$ cat config.mk
export PLATFORM = sky130hd
export DESIGN_NAME = pfx_scanner
export DESIGN_NICKNAME = d
export VERILOG_FILES = /design/src/rtl/pfx_pkg.sv /design/src/rtl/pfx_classify.sv /design/src/rtl/pfx_accum.sv /design/src/rtl/pfx_record_reg.sv /design/src/rtl/pfx_scanner.sv
export SDC_FILE = /design/constraint.sdc
export NUM_CORES = 1
export LEC_CHECK = 0
export BUFFER_PORTS_ARGS = -buffer_cell sky130_fd_sc_hd__buf_2
export CORE_ASPECT_RATIO = 1.25
export CORE_MARGIN = 2
export CORE_UTILIZATION = 35
export DETAILED_ROUTE_END_ITERATION = 8
export GPL_ROUTABILITY_DRIVEN = 0
export SYNTH_ARGS = -nofsm -noshare
export SYNTH_HDL_FRONTEND = slang
export SYNTH_SLANG_ARGS = --single-unit
$ cat constraint.sdc
create_clock -name clk -period 4.6 [get_ports clk]
set_clock_uncertainty 0.1 [all_clocks]
set_input_delay 0.23 -clock clk [delete_from_list [all_inputs] [get_ports clk]]
set_output_delay 0.23 -clock clk [all_outputs]
set_load 0.005 [all_outputs]
$ cat src/rtl/pfx_pkg.sv
package pfx_pkg;

    typedef enum logic [1:0] {
        G1_NONE  = 2'd0,
        G1_LOCK  = 2'd1,
        G1_REPNE = 2'd2,
        G1_REP   = 2'd3
    } g1_e;

    typedef enum logic [2:0] {
        SEG_NONE = 3'd0,
        SEG_ES   = 3'd1,
        SEG_CS   = 3'd2,
        SEG_SS   = 3'd3,
        SEG_DS   = 3'd4,
        SEG_FS   = 3'd5,
        SEG_GS   = 3'd6
    } seg_e;

    typedef enum logic [2:0] {
        K_OPCODE = 3'd0,
        K_GRP1   = 3'd1,
        K_SEG    = 3'd2,
        K_OPSZ   = 3'd3,
        K_ADSZ   = 3'd4
    } kind_e;

    typedef struct packed {
        kind_e kind;
        g1_e   g1;
        seg_e  seg;
    } cls_t;

    typedef struct packed {
        g1_e  g1;
        seg_e seg;
        logic opsz;
        logic adsz;
        logic dup;
    } grp_t;

    typedef struct packed {
        g1_e        g1;
        seg_e       seg;
        logic       hint_t;
        logic       hint_nt;
        logic       opsz;
        logic       adsz;
        logic       mand_f2;
        logic       mand_f3;
        logic       mand_66;
        logic       escape;
        logic       has_op;
        logic       dup;
        logic       len_err;
        logic [7:0] opcode;
    } rec_t;

    localparam logic [7:0] ESC_BYTE  = 8'h0F;
    localparam grp_t       GRP_CLEAR = '{g1: G1_NONE, seg: SEG_NONE,
                                         opsz: 1'b0, adsz: 1'b0, dup: 1'b0};

    // Sort one byte into its prefix group (or mark it as an opcode byte).
    function automatic cls_t classify(input logic [7:0] b);
        cls_t c;
        c = '{kind: K_OPCODE, g1: G1_NONE, seg: SEG_NONE};
        case (b)
            8'hF0: begin c.kind = K_GRP1; c.g1  = G1_LOCK;  end
            8'hF2: begin c.kind = K_GRP1; c.g1  = G1_REPNE; end
            8'hF3: begin c.kind = K_GRP1; c.g1  = G1_REP;   end
            8'h26: begin c.kind = K_SEG;  c.seg = SEG_ES;   end
            8'h2E: begin c.kind = K_SEG;  c.seg = SEG_CS;   end
            8'h36: begin c.kind = K_SEG;  c.seg = SEG_SS;   end
            8'h3E: begin c.kind = K_SEG;  c.seg = SEG_DS;   end
            8'h64: begin c.kind = K_SEG;  c.seg = SEG_FS;   end
            8'h65: begin c.kind = K_SEG;  c.seg = SEG_GS;   end
            8'h66: c.kind = K_OPSZ;
            8'h67: c.kind = K_ADSZ;
            default: c.kind = K_OPCODE;
        endcase
        return c;
    endfunction

    // Turn group state plus the ending byte into a summary record.
    function automatic rec_t build_record(input grp_t g, input logic is_op,
                                          input logic [7:0] b);
        rec_t r;
        logic esc;
        esc       = is_op && (b == ESC_BYTE);
        r.g1      = g.g1;
        r.seg     = g.seg;
        r.hint_nt = (g.seg == SEG_CS);
        r.hint_t  = (g.seg == SEG_DS);
        r.adsz    = g.adsz;
        r.mand_f2 = esc && (g.g1 == G1_REPNE);
        r.mand_f3 = esc && (g.g1 == G1_REP);
        r.mand_66 = esc && g.opsz;
        r.opsz    = g.opsz && !esc;
        if (r.mand_f2 || r.mand_f3) r.g1 = G1_NONE;
        r.escape  = esc;
        r.has_op  = is_op;
        r.dup     = g.dup;
        r.len_err = !is_op;
        r.opcode  = is_op ? b : 8'h00;
        return r;
    endfunction

endpackage

$ cat src/rtl/pfx_classify.sv
module pfx_classify
    import pfx_pkg::*;
(
    input  logic [7:0] byte_in,
    output cls_t       cls
);
    always_comb cls = classify(byte_in);
endmodule

$ cat src/rtl/pfx_accum.sv
module pfx_accum
    import pfx_pkg::*;
#(
    parameter int MAX_LEN = 15,
    parameter int CNT_W   = $clog2(MAX_LEN + 1)
) (
    input  logic             clk,
    input  logic             rst,
    input  logic             accept,
    input  cls_t             cls,
    output grp_t             merged,
    output logic [CNT_W-1:0] merged_cnt,
    output logic             end_op,
    output logic             end_len
);
    localparam logic [CNT_W-1:0] LIMIT = CNT_W'(MAX_LEN);

    grp_t             st;
    logic [CNT_W-1:0] cnt;
    logic             is_pfx;

    assign is_pfx = (cls.kind != K_OPCODE);

    always_comb begin
        merged     = st;
        merged_cnt = cnt;
        if (accept && is_pfx) begin
            merged_cnt = cnt + 1'b1;
            case (cls.kind)
                K_GRP1: begin
                    if (st.g1 != G1_NONE) merged.dup = 1'b1;
                    merged.g1 = cls.g1;
                end
                K_SEG: begin
                    if (st.seg != SEG_NONE) merged.dup = 1'b1;
                    merged.seg = cls.seg;
                end
                K_OPSZ: begin
                    if (st.opsz) merged.dup = 1'b1;
                    merged.opsz = 1'b1;
                end
                K_ADSZ: begin
                    if (st.adsz) merged.dup = 1'b1;
                    merged.adsz = 1'b1;
                end
                default: ;
            endcase
        end
    end

    assign end_op  = accept && !is_pfx;
    assign end_len = accept && is_pfx && (merged_cnt == LIMIT);

    always_ff @(posedge clk) begin
        if (rst || end_op || end_len) begin
            st  <= GRP_CLEAR;
            cnt <= '0;
        end else if (accept) begin
            st  <= merged;
            cnt <= merged_cnt;
        end
    end
endmodule

$ cat src/rtl/pfx_record_reg.sv
module pfx_record_reg
    import pfx_pkg::*;
#(
    parameter int CNT_W = 4
) (
    input  logic             clk,
    input  logic             rst,
    input  logic             load,
    input  grp_t             grp,
    input  logic [CNT_W-1:0] cnt,
    input  logic             is_op,
    input  logic [7:0]       byte_in,
    input  logic             take,
    output logic             valid,
    output rec_t             rec,
    output logic [CNT_W-1:0] cnt_q
);
    rec_t nxt;

    always_comb nxt = build_record(grp, is_op, byte_in);

    always_ff @(posedge clk) begin
        if (rst) begin
            valid <= 1'b0;
            rec   <= '0;
            cnt_q <= '0;
        end else if (load) begin
            valid <= 1'b1;
            rec   <= nxt;
            cnt_q <= cnt;
        end else if (take) begin
            valid <= 1'b0;
        end
    end
endmodule

$ cat src/rtl/pfx_scanner.sv
module pfx_scanner
    import pfx_pkg::*;
#(
    parameter int MAX_LEN = 15,
    localparam int CNT_W  = $clog2(MAX_LEN + 1)
) (
    input  logic             clk,
    input  logic             rst,
    input  logic             in_valid,
    input  logic [7:0]       in_byte,
    output logic             in_ready,
    output logic             rec_valid,
    input  logic             rec_ready,
    output logic [1:0]       rec_grp1,
    output logic [2:0]       rec_seg,
    output logic             rec_hint_taken,
    output logic             rec_hint_not_taken,
    output logic             rec_opsize,
    output logic             rec_adsize,
    output logic             rec_mand_f2,
    output logic             rec_mand_f3,
    output logic             rec_mand_66,
    output logic             rec_escape,
    output logic [7:0]       rec_opcode,
    output logic             rec_has_opcode,
    output logic [CNT_W-1:0] rec_count,
    output logic             rec_dup_err,
    output logic             rec_len_err
);
    cls_t             cls;
    grp_t             merged;
    logic [CNT_W-1:0] merged_cnt;
    logic             end_op, end_len, accept;
    rec_t             rec;

    assign in_ready = !rec_valid || rec_ready;
    assign accept   = in_valid && in_ready;

    pfx_classify u_cls (
        .byte_in (in_byte),
        .cls     (cls)
    );

    pfx_accum #(.MAX_LEN(MAX_LEN), .CNT_W(CNT_W)) u_acc (
        .clk        (clk),
        .rst        (rst),
        .accept     (accept),
        .cls        (cls),
        .merged     (merged),
        .merged_cnt (merged_cnt),
        .end_op     (end_op),
        .end_len    (end_len)
    );

    pfx_record_reg #(.CNT_W(CNT_W)) u_rec (
        .clk     (clk),
        .rst     (rst),
        .load    (end_op || end_len),
        .grp     (merged),
        .cnt     (merged_cnt),
        .is_op   (end_op),
        .byte_in (in_byte),
        .take    (rec_ready),
        .valid   (rec_valid),
        .rec     (rec),
        .cnt_q   (rec_count)
    );

    assign rec_grp1           = rec.g1;
    assign rec_seg            = rec.seg;
    assign rec_hint_taken     = rec.hint_t;
    assign rec_hint_not_taken = rec.hint_nt;
    assign rec_opsize         = rec.opsz;
    assign rec_adsize         = rec.adsz;
    assign rec_mand_f2        = rec.mand_f2;
    assign rec_mand_f3        = rec.mand_f3;
    assign rec_mand_66        = rec.mand_66;
    assign rec_escape         = rec.escape;
    assign rec_opcode         = rec.opcode;
    assign rec_has_opcode     = rec.has_op;
    assign rec_dup_err        = rec.dup;
    assign rec_len_err        = rec.len_err;
endmodule

==> results.yml <==
layout:
  fin_util_pct: 43.3
  register_area_um2: 821
  antenna_cells: 0
  fill_cells: 514
  drive_above_1_share_pct: 24.5
  final-instance-count-excl-fill: 299
  area_growth_pct: 18.5
  multiInputGateArea_um2: 977
  nets: 249
clock_tree:
  cts.sinks: 41
  path_clk_slew_ps: 80
  cts_buffers: 5
  root_buffer: "clkbuf_8"
  worstSkewPairLatency_ps: 290
  cts_setup_buffers: 0
  post_cts_resize_count: 0
  cts_max_level: 2
  cts_max_path_buffers: 2
  tritoncts: "done"
  ctsHoldBuffers: 0
route:
  routed-via-count: 1663
  drc: 0
  post_drt_wl_per_cell_um: 16.2
  drtPass1Iterations: 4
  vias_per_cell: 5.56
  dr.first_iter.drc_count: 107
  wl_um: 4840
  antenna_left: 0
power_and_ir_drop:
  cellLeakagePower_nw: 0.901
  fin_total_pwr_mw: 0.742
  peakVddDrop_mv: 0.144
  p_per_area_mw_per_mm2: 335
outcome:
  status: "completed"
synth:
  synth_nets: 213
  netlist_instances: 200
  synth.yosys.seq_area_share_pct: 43.9
  yosysWarnings: 0
  yosysUniqueCellTypes: 54
  syn_area_per_cell_um2: 9.35
  synth.cell_area_mm2: 0.00187
  synth_edf_count: 0
  synth_ff_type: "dfxtp_1"
  synth_top_area_share_pct: 43.9
  synth-seq-cells: 41
  async_flop_share_pct: 0
  synth_top_area_cell: "dfxtp_1"
  synth_area_leaders: "dfxtp_1 (44%), a22o_1 (4.7%), nor3_1 (3.7%)"
global_routing:
  grt_max_degree: 26
  grt-ovfl-total: 0
  grt_use_total_pct: 16.7
  grt_pass1_vias: 1591
  grt_pass1_wl_um: 8000
  antenna_found_initial: 0
sta:
  finalCritPeriodShare_pct: 54.5
  holdWs_ps: 90.8
  fin_crit_ps: 2500
  tightest_slew_ps: 1100
  rsz0062_at_grt: "no"
  max_slew_margin_pct: 26.5
  setup_violations: 0
  fin_setup_tns_ps: 0
  clock.fmax_mhz: 399
  slew_viol_final: 0
  final_hold_viol_count: 0
setup_path:
  cp_max_fo: 17
  arrival_ps: 2590
  critPathKind: "reg2reg"
  endpoint_kind: "register"
  start_kind: "register"
  crit_required_ps: 4690
floorplanning:
  die_x_um: 69.4
  pin_count: 42
  row_count: 29
  core_mm2: 0.00512
  die-area_mm2: 0.00595
  die_y_um: 85.7
  initial_core_util_pct: 36.6
placement:
  portBuffers: 41
  dp_hpwl_um: 3380
  placed_cells: 291
flow_run:
  drv_cap: 0
hold_path:
  min_path_type: "in2reg"
metrics by stage:
step	cell area (um^2)	setup slack, ps
2_1_floorplan	1870	2600
3_3_place_gp	2100	2100
3_5_place_dp	2100	2090
4_1_cts	2220	2070
5_1_grt	2220	1800
6_report	2220	2100
where the power goes:
part	total, mW	internal (mW)	switching [mW]
clock network	0.302	0.177	0.125
registers	0.370	0.365	0.00476
logic	0.0709	0.0260	0.0448
critical path, cell delays in order, from the launching register on:
cell and delay (ps):
dfxtp_1 310, nor2b_1 160, inv_1 110, nand2_1 150, nor3_2 920, nor3_2 330
a22o_1 320
path summary, 6_finish.rpt:
kind	from	to	slack, ps	cells past startpoint
max	u_rec.valid	u_rec.rec[4]	2100	6
min	in_byte[2]	u_rec.rec[2]	90	2
max reg2reg	u_rec.valid	u_rec.rec[4]	2100	6
min reg2reg	u_rec.rec[11]	u_rec.rec[11]	350	1
cell usage in the layout, fill, tap and decap left out, drive strengths merged, types with 2 or more instances in the layout:
cell / instances
a211oi: 5
a21o: 2
a21oi: 12
a22o: 10
a22oi: 2
a32o: 2
and2: 3
buf: 41
clkbuf: 7
dfxtp: 41
inv: 5
nand2: 3
nand3: 9
nand3b: 3
nand4: 2
nand4b: 2
nor2: 18
nor2b: 4
nor3: 16
nor3b: 2
nor4: 2
o211ai: 3
o21a: 3
o21ai: 6
o221ai: 3
o41ai: 2
or3: 3
or3b: 2
xnor2: 2
xor2: 3
kinds of logic (layout without fill, tap and decap cells):
| family | count (synthesis) | after routing | synth area share [%] |
|---|---|---|---|
| muxes | 2 | 2 | 1.14 |
| AOI/OAI and AO/OA | 59 | 59 | 24.5 |
| xor gates and xnor gates | 5 | 5 | 2.34 |
| buffers and inverters | 17 | 54 | 3.88 |
| and+or+nand+nor | 75 | 75 | 23.5 |
| adders and majority gates | 1 | 1 | 0.669 |
| DFF | 41 | 41 | 43.9 |
cells in the mapped netlist (3+ instances only):
library cell and instances:
o221ai_1 3, xor2_1 3, nor3_1 14, nand3_1 9
a21oi_1 11, o21ai_1 3, nor2_1 18, inv_1 5
o21ai_0 3, a211oi_1 5, and2_1 3, a22o_1 10
clkbuf_1 7, buf_2 4, nand2_1 3, dfxtp_1 41
o211ai_1 3, nor2b_1 4, o21a_1 3
registers in the layout, summed over array words and instances, names as in the netlist:
name and count:
u_rec.cnt_q 4, u_acc.st 8, u_rec.rec 24, u_rec.valid 1
u_acc.cnt 4
cell type report:
| type | instances | share of cell area, % |
|---|---|---|
| flip-flops and latches | 41 | 37.0 |
| multi-input cells | 142 | 44.1 |
| clock buffers | 7 | 3.90 |
| repair buffers | 41 | 9.26 |
| inverters | 5 | 0.847 |
| well taps | 62 | 3.50 |
| clock inverters | 1 | 1.36 |
metal layers:
metal / share of wire [%] / routed length [um] / up-vias / global-route usage, %
met3: 4.5 / 219 / 5 / 4.11
li1: - / - / 824 / -
met4: 1.1 / 53 / 0 / 5.17
met1: 46 / 2240 / 786 / 21.6
met5: 0 / 0 / - / 0
met2: 48 / 2330 / 48 / 27.6
Power figures use the tool's default switching activity.
